--- src/rtl/wdt_pkg.sv ---
package wdt_pkg;
  localparam int unsigned DW   = 32;
  localparam int unsigned AW   = 5;
  localparam int unsigned PS_W = 8;

  localparam logic [AW-1:0] A_LOAD  = 5'h00;
  localparam logic [AW-1:0] A_COUNT = 5'h04;
  localparam logic [AW-1:0] A_CTRL  = 5'h08;
  localparam logic [AW-1:0] A_STAT  = 5'h0C;
  localparam logic [AW-1:0] A_RSENT = 5'h10;
  localparam logic [AW-1:0] A_UNLK  = 5'h14;

  typedef struct packed {
    logic [PS_W-1:0] presc;
    logic            wd;
    logic            irq_en;
    logic            reload;
    logic            run;
  } ctrl_t;
endpackage

--- src/rtl/wdt_prescale.sv ---
module wdt_prescale #(
  parameter int unsigned PS_W = 8
) (
  input  logic            clk,
  input  logic            rst_n,
  input  logic            run,
  input  logic [PS_W-1:0] div,
  output logic            tick
);
  logic [PS_W-1:0] pc;

  assign tick = run && (pc >= div);

  always_ff @(posedge clk or negedge rst_n) begin
    if (!rst_n)            pc <= '0;
    else if (!run || tick) pc <= '0;
    else                   pc <= pc + 1'b1;
  end

  // with a steady nonzero divider, two ticks never fall on adjacent edges
  a_r3_tick_spacing: assert property (@(posedge clk) disable iff (!rst_n)
    ($past(tick) && $past(run) && run && div != '0 && $stable(div)) |-> !tick);
endmodule

--- src/rtl/wdt_counter.sv ---
module wdt_counter #(
  parameter int unsigned CNT_W = 32
) (
  input  logic             clk,
  input  logic             rst_n,
  input  logic             tick,
  input  logic             reload_en,
  input  logic [CNT_W-1:0] reload_val,
  input  logic             ld_we,
  input  logic [CNT_W-1:0] ld_data,
  output logic [CNT_W-1:0] cnt,
  output logic             zero_evt
);
  localparam logic [CNT_W-1:0] ONE = CNT_W'(1);

  assign zero_evt = tick && !ld_we && (cnt == ONE);

  always_ff @(posedge clk or negedge rst_n) begin
    if (!rst_n)
      cnt <= '0;
    else if (ld_we)
      cnt <= ld_data;
    else if (tick) begin
      if (cnt > ONE)   cnt <= cnt - ONE;
      else if (reload_en) cnt <= reload_val;
      else             cnt <= '0;
    end
  end

  // an ordinary tick lowers the count by exactly one
  a_r3_step: assert property (@(posedge clk) disable iff (!rst_n)
    (tick && !ld_we && cnt > ONE) |=> cnt == $past(cnt) - ONE);
  // without auto-reload, a zero count stays at zero
  a_r4_hold_zero: assert property (@(posedge clk) disable iff (!rst_n)
    (!reload_en && !ld_we && cnt == '0) |=> cnt == '0);
endmodule

--- src/rtl/wdt_unlock.sv ---
module wdt_unlock #(
  parameter int unsigned DW      = 32,
  parameter logic [DW-1:0] KEY_A = 32'h1234_5678,
  parameter logic [DW-1:0] KEY_B = 32'h8765_4321
) (
  input  logic          clk,
  input  logic          rst_n,
  input  logic          wr_en,
  input  logic          hit,
  input  logic [DW-1:0] wdata,
  output logic          unlock
);
  logic armed;

  assign unlock = wr_en && armed && hit && (wdata == KEY_B);

  always_ff @(posedge clk or negedge rst_n) begin
    if (!rst_n)     armed <= 1'b0;
    else if (wr_en) armed <= hit && (wdata == KEY_A);
  end

  // the sequence stays armed across cycles without writes
  a_r10_armed_hold: assert property (@(posedge clk) disable iff (!rst_n)
    ($past(armed) && !$past(wr_en)) |-> armed);
  // being armed always follows a write
  a_r10_armed_src: assert property (@(posedge clk) disable iff (!rst_n)
    $rose(armed) |-> $past(wr_en));
endmodule

--- src/rtl/wdt_top.sv ---
module wdt_top #(
  parameter int unsigned CNT_W         = 32,
  parameter logic [31:0] UNLOCK_WORD_A = 32'h1234_5678,
  parameter logic [31:0] UNLOCK_WORD_B = 32'h8765_4321
) (
  input  logic        clk,
  input  logic        rst_n,
  input  logic        wr_en,
  input  logic [4:0]  addr,
  input  logic [31:0] wdata,
  output logic [31:0] rdata,
  output logic        irq,
  output logic        wdog_rst_req
);
  import wdt_pkg::*;

  ctrl_t            ctrl;
  logic [CNT_W-1:0] load_reg;
  logic [CNT_W-1:0] cnt;
  logic             irq_st;
  logic             rst_sent;
  logic             tick, zero_evt, unlock;
  logic             we_load, we_ctrl, we_stat, we_rs;
  logic [DW-1:0]    cnt_ext, load_ext;

  assign we_load = wr_en && (addr == A_LOAD);
  assign we_ctrl = wr_en && (addr == A_CTRL);
  assign we_stat = wr_en && (addr == A_STAT);
  assign we_rs   = wr_en && (addr == A_RSENT);

  wdt_prescale #(.PS_W(PS_W)) u_ps (
    .clk(clk), .rst_n(rst_n), .run(ctrl.run), .div(ctrl.presc), .tick(tick)
  );

  wdt_counter #(.CNT_W(CNT_W)) u_cnt (
    .clk(clk), .rst_n(rst_n), .tick(tick), .reload_en(ctrl.reload),
    .reload_val(load_reg), .ld_we(we_load), .ld_data(wdata[CNT_W-1:0]),
    .cnt(cnt), .zero_evt(zero_evt)
  );

  wdt_unlock #(.DW(DW), .KEY_A(UNLOCK_WORD_A), .KEY_B(UNLOCK_WORD_B)) u_ul (
    .clk(clk), .rst_n(rst_n), .wr_en(wr_en), .hit(addr == A_UNLK),
    .wdata(wdata), .unlock(unlock)
  );

  always_ff @(posedge clk or negedge rst_n) begin
    if (!rst_n) begin
      ctrl     <= '0;
      load_reg <= '0;
    end else begin
      if (we_load) load_reg <= wdata[CNT_W-1:0];
      if (we_ctrl) begin
        ctrl.run    <= wdata[0];
        ctrl.reload <= wdata[1];
        ctrl.irq_en <= wdata[2];
        ctrl.wd     <= ctrl.wd | wdata[3];
        ctrl.presc  <= wdata[8 +: PS_W];
      end else if (unlock) begin
        ctrl.wd <= 1'b0;
      end
    end
  end

  always_ff @(posedge clk or negedge rst_n) begin
    if (!rst_n) begin
      irq_st       <= 1'b0;
      rst_sent     <= 1'b0;
      wdog_rst_req <= 1'b0;
    end else begin
      if (zero_evt && !ctrl.wd)      irq_st <= 1'b1;
      else if (we_stat && wdata[0])  irq_st <= 1'b0;
      if (zero_evt && ctrl.wd)       rst_sent <= 1'b1;
      else if (we_rs && wdata[0])    rst_sent <= 1'b0;
      wdog_rst_req <= zero_evt && ctrl.wd;
    end
  end

  assign irq = irq_st && ctrl.irq_en;

  always_comb begin
    cnt_ext  = '0;
    cnt_ext[CNT_W-1:0] = cnt;
    load_ext = '0;
    load_ext[CNT_W-1:0] = load_reg;
    unique case (addr)
      A_LOAD:  rdata = load_ext;
      A_COUNT: rdata = cnt_ext;
      A_CTRL:  rdata = {16'h0, ctrl.presc, 4'h0, ctrl.wd, ctrl.irq_en, ctrl.reload, ctrl.run};
      A_STAT:  rdata = {31'h0, irq_st};
      A_RSENT: rdata = {31'h0, rst_sent};
      default: rdata = '0;
    endcase
  end

  // watchdog mode only falls through a completed unlock
  a_r6_set_only: assert property (@(posedge clk) disable iff (!rst_n)
    ($past(ctrl.wd) && !$past(unlock)) |-> ctrl.wd);
  // a completed unlock leaves watchdog mode off
  a_r9_unlock_clears: assert property (@(posedge clk) disable iff (!rst_n)
    unlock |=> !ctrl.wd);
  // every reset request is recorded in the reset-issued flag
  a_r7_req_recorded: assert property (@(posedge clk) disable iff (!rst_n)
    wdog_rst_req |-> rst_sent);
  // the status flag is never raised by a watchdog-mode event
  a_r7_no_stat_in_wd: assert property (@(posedge clk) disable iff (!rst_n)
    $rose(irq_st) |-> !$past(ctrl.wd));
  // the reset-issued flag is sticky until a write of 1
  a_r8_sticky: assert property (@(posedge clk) disable iff (!rst_n)
    ($past(rst_sent) && !($past(we_rs) && $past(wdata[0]))) |-> rst_sent);
endmodule

--- config.mk ---
export PLATFORM = sky130hd
export DESIGN_NAME = wdt_top
export DESIGN_NICKNAME = d
export VERILOG_FILES = /design/src/rtl/wdt_pkg.sv /design/src/rtl/wdt_prescale.sv /design/src/rtl/wdt_counter.sv /design/src/rtl/wdt_unlock.sv /design/src/rtl/wdt_top.sv
export SDC_FILE = /design/constraint.sdc
export NUM_CORES = 1
export LEC_CHECK = 0
export ABC_AREA = 1
export CAP_MARGIN = 20
export CELL_PAD_IN_SITES_DETAIL_PLACEMENT = 1
export CELL_PAD_IN_SITES_GLOBAL_PLACEMENT = 1
export CORE_UTILIZATION = 42
export CTS_BUF_LIST = sky130_fd_sc_hd__clkbuf_2 sky130_fd_sc_hd__clkbuf_4 sky130_fd_sc_hd__clkbuf_8
export DETAILED_ROUTE_END_ITERATION = 8
export GPL_ROUTABILITY_DRIVEN = 1
export PLACE_DENSITY_LB_ADDON = 0.1
export SYNTH_ARGS = -nofsm -noshare
export SYNTH_HDL_FRONTEND = slang
export SYNTH_SLANG_ARGS = --single-unit
export TNS_END_PERCENT = 20
--- constraint.sdc ---
create_clock -name clk -period 2.03 [get_ports clk]
set_input_delay 0.203 -clock clk [delete_from_list [all_inputs] [get_ports clk]]
set_output_delay 0.203 -clock clk [all_outputs]
set_load 0.05 [all_outputs]
==> impl_results.md <==
- Status: finished, violations left
- Failing checks: negative setup slack
- Drt initial violations: 347
- Min cycle time layout: 2.06 ns
- Synth top cells by count: 267 x nand2_1, 116 x inv_1, 88 x dfrtp_1, 79 x nor2_1, 74 x nand3_1
- Main synth FF type: dfrtp_1
- Clock transition at path regs: 0.10 ns
- Most frequent cell after synthesis: nand2_1
- Crit share post-route: 1.02
- Rows: 43
- GRT overflow: 0
- Met3 Wirelength: 1060 um
- Pint: 3.50 mW
- Drt via density: 5.50
- Routability cong.: about 0.90
- Core Util, Final: 0.589
- I/O pins: 74
- Worst min path class: input port to async pin
- Routed WL per cell: between 20 and 25 um
- Worst-margin pin slew: 0.496 ns
- CORE AREA: 13,800 um^2
- Slowest-stage cell, CP: dfrtp_1
- Logic pwr share: 0.389
- Fmax: just under 500 MHz
- Area of the die: 14,600 um^2
- DRC viols: 0
- Post-Syn Area: 5940 um^2
- Max-Cap Viols: 0
- Crit. End Element: register
- Crit path top cell by count: nand2_1
- Switching power: approximately 2.5 mW
- Synth Area per Inst: 7.00 um^2
- Seq/Total Area, Yosys: 0.371
- Power Total: 5.98 mW
- Share of cells above drive strength 1: 0.221
- Met1 Routed Length: ~9400 um
- Kind of critical path: register to register
- Routed Antenna Nets: 0
- DRT Wirelength: 23,500 um
- Most area-hungry cell type in the Yosys netlist: dfrtp_1
- Synth cell types: 35
- Antenna cells: 0
- Share of total power in sequential cells: 0.392
- Die X: roughly 120 um
- FF+latch count, synth: 88
- Slew Viols, Final: 0
- Max-slew headroom: 0.668
- Number of flops mapped to enable cells by yosys: 0
- Final setup margin: -0.0305 ns
- Yosys top cell area share: 0.371
- Initial Utilization: 0.430
- Clock Skew: a little under 0.01 ns
- Initial antenna violation count: 0
- GRT Total Usage: 0.322
- Worst Setup Start Kind: register
- Clock buffer count from CTS: 9
- Worst-Skew Late Latency: 0.40 ns
- Power density cells: 734 nW/um^2
- First-pass GRT wire length: 35,900 um
- Crit path max fanout: 5
- Critical Path AT: roughly 2.4 ns
- CP cell instances: ha_1 > a21oi_1 > o21ai_1 > nand2_1 > nand3_2 > nand2_4 > buf_12 > buf_4 > nand3_1 > nand2_1 > inv_1 > nand2_1
- Post-Syn Nets: 900
- P&R area growth vs syn: 37.2%
- Largest net degree at the start of global routing: 38
- RSZ-0062 raised after global routing: true
- Clk buf depth: 2
- Sw frac: 0.415
- WHS: 0.298 ns
- Root buf cell: clkbuf_8
- CTS Sinks: 88
- Via count: 6,401
- Part of the power in the clock network: 0.219
- Final setup viols: 11
- YS warnings: 0
- Crit-path max cell delay: 0.44 ns
- Req. time, crit path: 2.37 ns
- Ranking of synthesized cells by area: dfrtp_1 37%, nand2_1 17%, inv_1 7.3%, nand3_1 6.2%, nor2_1 5.0%
- Port Buffers: 73
- Async SR Flop Fraction: 1.00
- Static Leakage: roughly 4 nW
- Mapped Cells: 849
- Hold Vio Cnt, Final: 0
- Drt pass-1 iters: 4
- Placed wire-length estimate: 17,400 um
- Uppermost layer routed: met4
- Routed met2 length: 12,200 um
- Maximum vdd drop: 0.418 mV
- # nets final: around 1,000
- Die extent in y: 121 um
- Vias in the first global route: 6,904
- CTS tree: yes
- Htree depth: 3
## layout make-up
cell class | instances | area, um^2
fillers | 1706 | 5680
flip-flops and latches | 88 | 2200
clock buffers | 9 | 124
repair buffers | 146 | 1730
clock inverters | 7 | 72.6
inverters | 120 | 455
multi-input cells | 613 | 3340
well taps | 180 | 225
## power by group through the flow
stage | logic, mW | registers (mW) | clock network (mW)
2_1_floorplan | 1.37 | 2.30 | 0
6_report | 2.33 | 2.35 | 1.31
4_1_cts | 2.22 | 2.33 | 1.32
5_1_grt | 2.56 | 2.38 | 1.37
3_3_place_gp | 2.08 | 2.35 | 0
3_5_place_dp | 2.18 | 2.36 | 0
## repair_timing
action	4_1_cts	5_1_grt
endpoints found under the hold margin	29	0
gates cloned	0	1
gates resized for setup	15	45
setup buffers	0	7
pin swaps	1	7
setup endpoints to repair	65	68
hold buffers	1	0
## registers in the layout, indices dropped and copies added (netlist names)
register,flops
irq_st,1
ctrl,12
u_cnt.cnt,32
rst_sent,1
u_ps.pc,8
wdog_rst_req,1
u_ul.armed,1
load_ext,32
## routing by layer
metal / global-route usage / vias to the layer above
met5: 0 / -
met4: 0.140 / 0
met3: 0.0418 / 63
met2: 0.569 / 172
met1: 0.392 / 3196
li1: - / 2970
## critical path: cells and delay by family (launching register included)
family | cells | cell delay (ns)
compound gates | 2 | 0.30
buf+inv | 3 | 0.31
fa+ha+maj | 1 | 0.34
simple gates | 6 | 0.64
flops | 1 | 0.44
## through the flow
| stage | setup TNS, ns | instance area (um^2) | setup WS [ns] | std cells |
|---|---|---|---|---|
| after floorplan | 0 | 5940 | 0.0478 | 849 |
| after CTS | -0.308 | 7900 | -0.0480 | 1155 |
| after global routing | -2.73 | 8150 | -0.103 | 1163 |
| final | -0.0961 | 8150 | -0.0305 | 1163 |
| after global placement | -0.984 | 7620 | -0.121 | 1138 |
| after detailed placement | -3.84 | 7620 | -0.181 | 1138 |
## final timing paths
check | startpoint | endpoint | slack [ns] | cells past startpoint
setup / recovery | u_ps.pc[1] | u_cnt.cnt[12] | -0.03 | 12
hold / removal | rst_n | u_cnt.cnt[23] | 0.30 | 2
setup reg to reg | u_ps.pc[1] | u_cnt.cnt[12] | -0.03 | 12
hold reg to reg | ctrl[3] | rst_sent | 0.51 | 2
max in group asynchronous | rst_n | ctrl[8] | 1.02 | 3
min in group clk | addr[4] | rst_sent | 0.37 | 4
## cell usage in the layout (no fill, tap or decap), types with 3 or more instances in the layout
| cell type | count |
|---|---|
| nand3_1 | 70 |
| nor3_1 | 5 |
| ha_1 | 8 |
| xor2_1 | 19 |
| a21oi_1 | 8 |
| o21ai_0 | 35 |
| buf_4 | 60 |
| nor3b_1 | 4 |
| nand2_4 | 4 |
| nor2_1 | 69 |
| nand3_2 | 23 |
| nor2_2 | 14 |
| nor2_4 | 11 |
| o22ai_1 | 14 |
| nand2_1 | 263 |
| o221ai_1 | 4 |
| nand4_1 | 14 |
| buf_12 | 41 |
| buf_6 | 4 |
| o221ai_2 | 8 |
| inv_1 | 113 |
| inv_2 | 6 |
| o21ai_1 | 4 |
| dfrtp_1 | 88 |
| o22ai_2 | 6 |
| nand2_2 | 9 |
| clkdlybuf4s50_1 | 39 |
| mux2_2 | 3 |
| nor4_1 | 3 |
| clkbuf_8 | 9 |
## logic make-up (layout without fill, tap and decap cells)
kind of cell,count (synthesis),count (layout),synth area share
AND/OR/NAND/NOR,495,495,0.380
AO/OA/AOI/OAI,85,85,0.0864
buffers and inverters,148,282,0.106
XOR/XNOR,19,19,0.0280
multiplexers,3,3,0.00569
flip-flops,88,88,0.371
adder cells (fa/ha/maj),11,11,0.0232
(Power assumes the default switching activity.)
